<file path="src/rtl/dma_regbank_pkg.sv">
package dma_regbank_pkg;
   localparam logic [31:0] CSR_WMASK  = 32'h0000_1FFF;
   localparam int unsigned FLAG_LSB   = 16;
   localparam int unsigned FLAG_W     = 4;
   localparam int unsigned EN_BIT     = 0;
   localparam logic [31:0] WRAP_RESET = 32'hFFFF_FFFC;
   localparam int unsigned REGS_PER_CH = 8;
   localparam int unsigned GLOB_REGS  = 5;

   typedef enum logic [2:0] {
      CR_CTL  = 3'd0, CR_SIZE = 3'd1, CR_SRC  = 3'd2, CR_SRCW = 3'd3,
      CR_DST  = 3'd4, CR_DSTW = 3'd5, CR_LINK = 3'd6, CR_SCR  = 3'd7
   } ch_reg_e;

   typedef enum logic [2:0] {
      GR_CTL = 3'd0, GR_MSKA = 3'd1, GR_MSKB = 3'd2, GR_SRCA = 3'd3, GR_SRCB = 3'd4
   } glob_reg_e;
endpackage

</file>
<file path="src/rtl/dma_rb_decode.sv">
module dma_rb_decode #(
   parameter int unsigned AW      = 8,
   parameter int unsigned NUM_CH  = 4,
   parameter int unsigned CH_BASE = 32,
   parameter int unsigned WIN     = 32,
   localparam int unsigned CW     = $clog2(NUM_CH)
) (
   input  logic [AW-1:0] addr,
   output logic          glob_ok,
   output logic [2:0]    g_idx,
   output logic          ch_ok,
   output logic [CW-1:0] ch_idx,
   output logic [2:0]    r_idx
);
   localparam int unsigned WSH = $clog2(WIN);
   localparam logic [AW-1:0] BASE_A = AW'(CH_BASE);

   if (WIN < 32 || (WIN & (WIN - 1)) != 0) begin : g_bad_win
      $error("channel window must be a power of two of at least 32 bytes");
   end
   if (AW < 6) begin : g_bad_aw
      $error("address too narrow");
   end

   logic          is_glob;
   logic [AW-1:0] gword;
   logic [AW-1:0] off;
   logic [AW-1:0] win_no;
   logic          in_win;

   assign is_glob = addr < BASE_A;
   assign gword   = addr >> 2;
   assign glob_ok = is_glob && (gword < AW'(dma_regbank_pkg::GLOB_REGS));
   assign g_idx   = gword[2:0];

   assign off     = addr - BASE_A;
   assign win_no  = off >> WSH;
   assign in_win  = (off & AW'(WIN - 1)) < AW'(32);
   assign ch_ok   = !is_glob && (win_no < AW'(NUM_CH)) && in_win;
   assign ch_idx  = win_no[CW-1:0];
   assign r_idx   = off[4:2];
endmodule

</file>
<file path="src/rtl/dma_rb_global.sv">
module dma_rb_global #(
   parameter int unsigned DW = 32
) (
   input  logic          clk,
   input  logic          rst_n,
   input  logic          sel,
   input  logic          wr,
   input  logic [2:0]    g_idx,
   input  logic [DW-1:0] wdata,
   output logic [DW-1:0] rdata
);
   import dma_regbank_pkg::*;

   logic [DW-1:0] msk_a, msk_b, src_a, src_b;

   always_ff @(posedge clk) begin
      if (!rst_n) begin
         msk_a <= '0;
         msk_b <= '0;
         src_a <= '0;
         src_b <= '0;
      end else if (sel && wr) begin
         case (g_idx)
            GR_MSKA: msk_a <= wdata;
            GR_MSKB: msk_b <= wdata;
            GR_SRCA: src_a <= wdata;
            GR_SRCB: src_b <= wdata;
            default: ;
         endcase
      end
   end

   always_comb begin
      case (g_idx)
         GR_MSKA: rdata = msk_a;
         GR_MSKB: rdata = msk_b;
         GR_SRCA: rdata = src_a;
         GR_SRCB: rdata = src_b;
         default: rdata = '0;
      endcase
   end

   AST_GLOB_CTL_ZERO: assert property (@(posedge clk) disable iff (!rst_n)
      (g_idx == GR_CTL) |-> (rdata == '0));
endmodule

</file>
<file path="src/rtl/dma_rb_channel.sv">
module dma_rb_channel #(
   parameter int unsigned DW = 32
) (
   input  logic          clk,
   input  logic          rst_n,
   input  logic          sel,
   input  logic          wr,
   input  logic          rd,
   input  logic [2:0]    r_idx,
   input  logic [DW-1:0] wdata,
   input  logic [3:0]    sts_set,
   output logic [DW-1:0] rdata,
   output logic          start,
   output logic          cancel
);
   import dma_regbank_pkg::*;

   if (DW != 32) begin : g_bad_dw
      $error("channel registers are 32 bits wide");
   end

   logic [DW-1:0] rf [REGS_PER_CH];
   logic          wr_ctl, rd_ctl;
   logic [DW-1:0] ctl_nxt;

   assign wr_ctl = sel && wr && (r_idx == CR_CTL);
   assign rd_ctl = sel && rd && (r_idx == CR_CTL);

   always_comb begin
      ctl_nxt = rf[0];
      if (rd_ctl) ctl_nxt[FLAG_LSB +: FLAG_W] = '0;
      if (wr_ctl) ctl_nxt = (ctl_nxt & ~CSR_WMASK) | (wdata & CSR_WMASK);
      ctl_nxt[FLAG_LSB +: FLAG_W] = ctl_nxt[FLAG_LSB +: FLAG_W] | sts_set;
   end

   always_ff @(posedge clk) begin
      if (!rst_n) begin
         start  <= 1'b0;
         cancel <= 1'b0;
         rf[0]  <= '0;
      end else begin
         start  <= wr_ctl && wdata[EN_BIT] && !rf[0][EN_BIT];
         cancel <= wr_ctl && !wdata[EN_BIT];
         rf[0]  <= ctl_nxt;
      end
   end

   for (genvar i = 1; i < REGS_PER_CH; i++) begin : g_reg
      localparam logic [DW-1:0] RST =
         (i == CR_SRCW || i == CR_DSTW) ? WRAP_RESET : '0;
      always_ff @(posedge clk) begin
         if (!rst_n)                              rf[i] <= RST;
         else if (sel && wr && r_idx == 3'(i))    rf[i] <= wdata;
      end
   end

   assign rdata = rf[r_idx];

   AST_RD_CLEARS: assert property (@(posedge clk) disable iff (!rst_n)
      (rd_ctl && sts_set == '0) |=> (rf[0][FLAG_LSB +: FLAG_W] == '0));
   AST_FLAG_SET: assert property (@(posedge clk) disable iff (!rst_n)
      (|sts_set) |=> ((rf[0][FLAG_LSB +: FLAG_W] & $past(sts_set)) == $past(sts_set)));
   AST_WMASK_TAKE: assert property (@(posedge clk) disable iff (!rst_n)
      wr_ctl |=> ((rf[0] & CSR_WMASK) == ($past(wdata) & CSR_WMASK)));
   AST_WMASK_KEEP: assert property (@(posedge clk) disable iff (!rst_n)
      (wr_ctl && !rd_ctl && sts_set == '0) |=> ((rf[0] & ~CSR_WMASK) == $past(rf[0] & ~CSR_WMASK)));
   AST_START_EDGE: assert property (@(posedge clk) disable iff (!rst_n)
      (wr_ctl && wdata[EN_BIT] && !rf[0][EN_BIT]) |=> start);
   AST_CANCEL_OFF: assert property (@(posedge clk) disable iff (!rst_n)
      cancel |-> !rf[0][EN_BIT]);
endmodule

</file>
<file path="src/rtl/dma_regbank.sv">
module dma_regbank #(
   parameter int unsigned NUM_CH  = 4,
   parameter int unsigned AW      = 8,
   parameter int unsigned DW      = 32,
   parameter int unsigned CH_BASE = 32,
   parameter int unsigned WIN     = 32
) (
   input  logic                  clk,
   input  logic                  rst_n,
   input  logic                  wr_en,
   input  logic                  rd_en,
   input  logic [AW-1:0]         addr,
   input  logic [DW-1:0]         wdata,
   output logic [DW-1:0]         rdata,
   output logic                  illegal_o,
   input  logic [NUM_CH*4-1:0]   sts_set,
   output logic [NUM_CH-1:0]     start_o,
   output logic [NUM_CH-1:0]     cancel_o
);
   localparam int unsigned CW = $clog2(NUM_CH);

   if (NUM_CH < 2) begin : g_bad_nch
      $error("at least two channels required");
   end
   if (CH_BASE + NUM_CH * WIN > (1 << AW)) begin : g_bad_map
      $error("channel windows do not fit the address width");
   end

   logic          glob_ok, ch_ok, hit;
   logic [2:0]    g_idx, r_idx;
   logic [CW-1:0] ch_idx;
   logic [DW-1:0] g_rd;
   logic [DW-1:0] ch_rd [NUM_CH];

   dma_rb_decode #(.AW(AW), .NUM_CH(NUM_CH), .CH_BASE(CH_BASE), .WIN(WIN)) u_dec (
      .addr(addr), .glob_ok(glob_ok), .g_idx(g_idx),
      .ch_ok(ch_ok), .ch_idx(ch_idx), .r_idx(r_idx)
   );

   dma_rb_global #(.DW(DW)) u_glob (
      .clk(clk), .rst_n(rst_n), .sel(glob_ok), .wr(wr_en),
      .g_idx(g_idx), .wdata(wdata), .rdata(g_rd)
   );

   for (genvar c = 0; c < NUM_CH; c++) begin : g_ch
      dma_rb_channel #(.DW(DW)) u_ch (
         .clk(clk), .rst_n(rst_n),
         .sel(ch_ok && ch_idx == CW'(c)),
         .wr(wr_en), .rd(rd_en), .r_idx(r_idx), .wdata(wdata),
         .sts_set(sts_set[c*4 +: 4]),
         .rdata(ch_rd[c]), .start(start_o[c]), .cancel(cancel_o[c])
      );
   end

   assign hit = glob_ok || ch_ok;

   always_comb begin
      rdata = '0;
      if (rd_en && glob_ok)    rdata = g_rd;
      else if (rd_en && ch_ok) rdata = ch_rd[ch_idx];
   end

   always_ff @(posedge clk) begin
      if (!rst_n) illegal_o <= 1'b0;
      else        illegal_o <= (wr_en || rd_en) && !hit;
   end

   AST_ONE_START: assert property (@(posedge clk) disable iff (!rst_n)
      $onehot0(start_o));
   AST_ONE_CANCEL: assert property (@(posedge clk) disable iff (!rst_n)
      $onehot0(cancel_o));
   AST_ILL_READ_ZERO: assert property (@(posedge clk) disable iff (!rst_n)
      (rd_en && !hit) |-> (rdata == '0));
   AST_ILL_PULSE: assert property (@(posedge clk) disable iff (!rst_n)
      ((wr_en || rd_en) && !hit) |=> illegal_o);
endmodule

</file>
<file path="config.mk">
export PLATFORM = sky130hd
export DESIGN_NAME = dma_regbank
export DESIGN_NICKNAME = d
export VERILOG_FILES = /design/src/rtl/dma_regbank_pkg.sv /design/src/rtl/dma_rb_decode.sv /design/src/rtl/dma_rb_global.sv /design/src/rtl/dma_rb_channel.sv /design/src/rtl/dma_regbank.sv
export SDC_FILE = /design/constraint.sdc
export NUM_CORES = 2
export LEC_CHECK = 0
export BUFFER_PORTS_ARGS = -buffer_cell sky130_fd_sc_hd__buf_2
export CAP_MARGIN = 10
export CELL_PAD_IN_SITES_DETAIL_PLACEMENT = 1
export CELL_PAD_IN_SITES_GLOBAL_PLACEMENT = 1
export CORE_MARGIN = 2
export CORE_UTILIZATION = 50
export CTS_CLUSTER_DIAMETER = 200
export CTS_CLUSTER_SIZE = 30
export DETAILED_ROUTE_END_ITERATION = 7
export HOLD_SLACK_MARGIN = 0.1
export PLACE_DENSITY_LB_ADDON = 0.1
export RECOVER_POWER = 100
export SYNTH_ARGS = -nofsm -noshare
export SYNTH_HDL_FRONTEND = slang
export SYNTH_SLANG_ARGS = --single-unit
</file>
<file path="constraint.sdc">
create_clock -name clk -period 9.2 [get_ports clk]
set_input_delay 1.38 -clock clk [delete_from_list [all_inputs] [get_ports clk]]
set_output_delay 1.38 -clock clk [all_outputs]
set_load 0.03 [all_outputs]
</file>
; ---- After elaboration in Yosys (flattened, before gate mapping)
; Memory sizes are Yosys's and may differ from the RTL's.
; Index checks and enable logic that the tools add are counted.
; Widths: inputs -> output; s select.
[totals]
mem_count = 4
in_bits = 60
wordCells = 292
ramBits = 1024
regBits = 137
[mem_list]
columns = memory, depth, word_bits, rd, rd_ports_with_merged_regs, wr, line
row1 = g_ch[0].u_ch.rf, 8, 32, 2, 0, 8, dma_rb_channel.sv:22  ; logic [DW-1:0] rf [REGS_PER_CH];
row2 = g_ch[1].u_ch.rf, 8, 32, 2, 0, 8, dma_rb_channel.sv:22
row3 = g_ch[2].u_ch.rf, 8, 32, 2, 0, 8, dma_rb_channel.sv:22
row4 = g_ch[3].u_ch.rf, 8, 32, 2, 0, 8, dma_rb_channel.sv:22
[op_classes]
magnitude_cmp = 5
eq_ne = 14
reduce_logical = 82
n_addsub = 1
n_bitwise = 41
n_mux = 132
[op_table]
columns = operator, n
row1 = $mux 32, 40
row2 = $or 32x13->32, 4
row3 = $pmux 32 s4, 1
row4 = $mux 1, 86
row5 = $logic_and 1x1->1, 67
row6 = $bmux 32 s2, 1
row7 = $or 1x1->1, 32
row8 = $mux 4, 4
row9 = $or 4x4->4, 4
row10 = $eq 3x3->1 const B, 5
row11 = $eq 3x2->1 const B, 4
row12 = $lt 8x6->1 const B, 1
row13 = $reduce_and 2->1, 4
row14 = $sub 8x6->8 const B, 1
row15 = $logic_not 1->1, 7
row16 = $eq 3x1->1 const B, 2
row17 = $lt 5x6->1 const B, 1
row18 = $lt 6x3->1 const B, 1
row19 = $eq 2x2->1 const B, 2
row20 = $ge 3x3->1 const B, 1
row21 = $logic_not 3->1, 1
row22 = $lt 3x3->1 const B, 1
row23 = $not 2->3, 1
row24 = $eq 2x1->1 const B, 1
row25 = 2 further kinds, 3

; ---- Logic depth before layout (Yosys ltp)
[logic_depth]
word_depth = 12
depth_mapped = 12
depth_no_buf = 7

; ---- Cells and area by module
; From an unflattened synthesis, not the netlist that was laid out.
[unflattened]
cells_unflattened = 3665
area_unflattened_um2 = 50926.3
[modules_own_cells]
columns = module, cells_each, area_per_inst_um2, instances
row1 = dma_rb_channel (g_ch[0].u_ch ...), 729, 10906.7, 3
row2 = dma_rb_channel (g_ch[1].u_ch), 729, 10913.0, 1
row3 = dma_rb_global, 572, 5602.9, 1
row4 = dma_regbank, 161, 1587.8, 1
row5 = dma_rb_decode, 16, 102.6, 1

; ---- Worst setup path before layout
; Ideal clock, no wire load.
[synth_path]
kind = input -> register
startpoint = in addr[5]
endpoint = mem g_ch[3].u_ch.rf[2][0], enable pin
setup_slack_ns = 3.288
arrival_ns = 5.446
n_path_buf = 5
stages = 11
cell_sequence = buf_2 buf_2 inv_2 buf_2 ha_1 and2_1 a21o_1 nand3_1 buf_2 clkbuf_1 o21ai_0
[synth_lines]
columns = item, line
row1 = "start, declared", dma_regbank.sv:12  ; input logic [AW-1:0] addr,
row2 = "end, declared", dma_rb_channel.sv:22

; ---- Worst setup path after layout
[layout_path]
startpoint = in addr[5]
endpoint = out rdata[18]
[layout_via]
elab_chain_cells = 7
[layout_lines]
columns = item, line
row1 = $sub 8x6->8 / $lt 8x6->1 (equally long branches), "dma_rb_decode.sv:36, dma_rb_decode.sv:31"
row2 = $lt 3x3->1 (tied with other cells), dma_rb_decode.sv:39  ; assign ch_ok = !is_glob && (win_no < AW'(NUM_CH)) && in_win;
row3 = $logic_and 1x1->1 / $bmux 32 s2 (equally long branches), "dma_rb_decode.sv:39, dma_regbank.sv:60"
row4 = $logic_and 1x1->1 / $mux 32 (equally long branches), "dma_rb_decode.sv:39, dma_regbank.sv:60"
row5 = $logic_and 1x1->1 / $mux 32 (equally long branches), dma_regbank.sv:60  ; else if (rd_en && ch_ok) rdata = ch_rd[ch_idx];
row6 = $mux 32, dma_regbank.sv:60
row7 = $mux 32 (*), dma_regbank.sv:59  ; if (rd_en && glob_ok) rdata = g_rd;
row8 = "end, declared", dma_regbank.sv:14  ; output logic [DW-1:0] rdata,
; Mark *: on every way between the ends. The rest lies on a longest branch, timed or not. The select of a mux whose other input is x is not followed.

==> flow_summary_export.csv <==
group,metric,value,unit
run_status,status,"complete, but fails checks",
run_status,violations,"capacitance limit, slew limit",
clocking,clkSinkCount,1101,
sta,rsz0062_at_grt,"no",
setup_path,rr_worst_depth,2,
setup_path,path_max_fanout,18,
sta,timing.setup.tns,0,ps
routing,wl,161000,microns
setup_path,critical_path_class,"in2out",
grt,grtUsageTotal,31.2,%
finish,drive_gt1_share,13.5,%
yosys,synthCells,3780,
routing,viasPerCell,6.52,
grt,gr-total-overflow,0,
routing,ant_nets,0,
sta,setup_viol,0,
yosys,synth_cell_types,61,
yosys,synth_enable_flop_cells,896,
floorplan,die_h,322,microns
floorplan,die_w,322,microns
floorplan,initial_core_util,50.4,%
sta,holdWs,465,ps
worst_hold_path,hold_path_class,"reg2reg",
routing,drt_iter0_markers,3906,
sta,period_minus_slack,8270,ps
setup_path,ff2ff_setup_slack,8290,ps
yosys,synth.area.mux_share,13.0,%
routing,drt_first_pass_iters,5,
yosys,synth_xor_area_share,0,%
sta,slew-limit-headroom,-118,%
clocking,post_cts_buffers,0,
setup_path,reg2reg_from,"g_ch[3].u_ch.rf[0][0]",
run,drv_cap,46,
finish,mostFrequentLayoutCell,"edfxtp_1",
routing,wl_per_cell,32.9,microns
clocking,clk_path_buf_depth,3,
yosys,synthFlopType,"edfxtp_1",
worst_hold_path,worstHoldEndpoint,"u_glob.src_b[5]",
clocking,postCtsHoldBufs,0,
yosys,synth_area_per_cell,13.4,sq um
floorplan,io_pins,101,
worst_hold_path,hold_path_startpoint,"u_glob.src_b[5]",
floorplan,die-area,0.104,sq mm
grt,grt_pass1_wl,233000,microns
clocking,numCtsBuffers,42,
grt,grt_antenna_before_repair,11,
finish,final_cell_mix,"edfxtp_1, and2_0, nand2_1",
routing,drc_errors,0,
clocking,cts_tree,"done",
setup_path,start_kind,"input port",
yosys,synthArstFlopShare,0,%
routing,vias,32000,
yosys,yosysWarnings,0,
pwr,power,9.05,mW
clocking,clkTransAtPathRegs,120,ps
pwr,p_leak,16.9,nW
yosys,synth_area,0.0505,sq mm
place,io_buffers,98,
yosys,ys_ff_latch,1101,
yosys,mappedNetlistNets,3845,
yosys,synth_top_family_by_area,"simple AND/OR/NAND/NOR gates",
sta,period_share,89.9,%
yosys,synth-simple-area-share,15.7,%
pwr,power.density,172,mW/mm^2
setup_path,worstSetupEndpointType,"output port",
grt,grt_pass1_vias,32900,
setup_path,rr_endpoint,"g_ch[3].u_ch.rf[0][0]",
clocking,cts_resized,0,
place,gp_congestion,0.853,
finish,num-nets-final,3634,
yosys,ys_seq_area_share,61.4,%
pwr,max-vdd-ir-drop,0.137,mV
yosys,synthTopCellsByArea,"edfxtp_1, mux4_2, dfxtp_1",
sta,fmax,121,MHz
setup_path,worstPathRequired,7820,ps
yosys,synth_area_leader_cell,"edfxtp_1",
sta,tightest_slew,3280,ps
place,hpwl,95700,microns
yosys,synth_top_area_share,53.3,%
finish,area_delta_synth_final,4.36,%
clocking,ctsRootBufferMaster,"clkbuf_16",
setup_path,crit_arrival,6890,ps
sta,hold_viol,0,
grt,grt_start_max_net_pins,187,
yosys,synth_compound_area_share,6.14,%
worst_hold_path,whs_path_depth,2,
floorplan,core_area,0.100,sq mm
clocking,insertion_delay,640,ps
yosys,synthAdderAreaFrac,0.124,%
sta,clock-skew-final,2.52,ps
sta,report.final.slew_viol_count,1465,
floorplan,num_rows,116,
clocking,htree_levels,2,
[sequential cells by signal, indices dropped and copies added, names as in the netlist]
name / cells
g_ch.u_ch.rf: 964
u_glob.msk_a: 32
u_glob.msk_b: 32
u_glob.src_a: 32
u_glob.src_b: 32
g_ch.u_ch.cancel: 4
g_ch.u_ch.start: 4
illegal_o: 1
[cell type report]
class	count	area [sq um]
clock inverters	1	11.3
well taps	1298	1620
repair buffers	165	928
inverters	4	15.0
clock buffers	76	1240
flip-flops and latches	1101	31000
diodes	3	7.51
multi-input cells	2255	17900
fillers	9745	47400
[worst max path at each step]
stage | depth (start not counted) | start | endpoint | slack [ps]
2_1_floorplan | 11 | addr[5] | g_ch[3].u_ch.rf[2][0] | 3290
3_5_place_dp | 8 | addr[2] | rdata[25] | 2290
4_1_cts | 10 | addr[5] | rdata[16] | 2260
3_3_place_gp | 8 | addr[2] | rdata[25] | 2290
5_1_grt | 8 | addr[5] | g_ch[1].u_ch.rf[2][24] | 1000
6_report | 10 | addr[5] | rdata[18] | 930
[metrics by stage]
step	util (%)	instances	instance area (sq um)	setup WS (ps)
6_report	52.6	4903	52700	928
5_1_grt	52.6	4903	52700	1000
3_5_place_dp	51.8	4821	51900	2290
2_1_floorplan	-	3780	50500	3290
4_1_cts	53.0	4898	53100	2260
3_3_place_gp	51.8	4821	51900	2290
[worst max-delay path: stages]
cell	delay [ps]
clkbuf_1	750
inv_1	720
buf_4	460
ha_1	1070
nor2b_1	280
nand2b_1	440
o22ai_1	290
a211o_1	310
o21ai_0	790
buf_2	350
[report_power, final]
group          total (mW)  switching [mW]  internal [mW]  leakage [nW]
Clock                2.49            1.55          0.939         0.597
Combinational       0.898           0.610          0.289          6.01
Sequential           5.66          0.0648           5.59          10.3
Total                9.05            2.23           6.82          16.9
[kinds of logic after synthesis]
kind of cell / count (synthesis)
and+or+nand+nor: 1417
DFF: 1101
AOI/OAI and AO/OA: 441
buffers and inverters: 424
muxes: 392
adders and majority gates: 5
[Yosys cell counts, types with 6 or more instances]
cell,count
or3_1,242
a22oi_1,66
and2_1,604
dfxtp_1,205
nor3_1,50
clkbuf_1,294
nand2b_1,8
nor2b_1,81
nand2_1,311
a211oi_1,16
mux2i_1,125
edfxtp_1,896
buf_1,24
mux4_2,203
buf_6,10
nor2_1,58
nand3b_1,10
nand3_1,12
nand4_1,6
buf_4,35
o21ai_1,8
a22o_1,23
mux2_2,64
a21boi_1,56
a21oi_1,40
o21ai_0,50
o22ai_1,47
a21boi_0,72
buf_2,57
a221oi_1,27
or2_2,11
[per-layer routing]
metal  wire (microns)  up-vias  GRT usage (%)
met5               13        -              0
met4             3680        2           7.51
li1                 -    13300              -
met2            76300     1340           49.6
met1            67000    17100           44.4
met3            14500      198           5.90
Note: power is estimated with default switching activity, not from simulation.
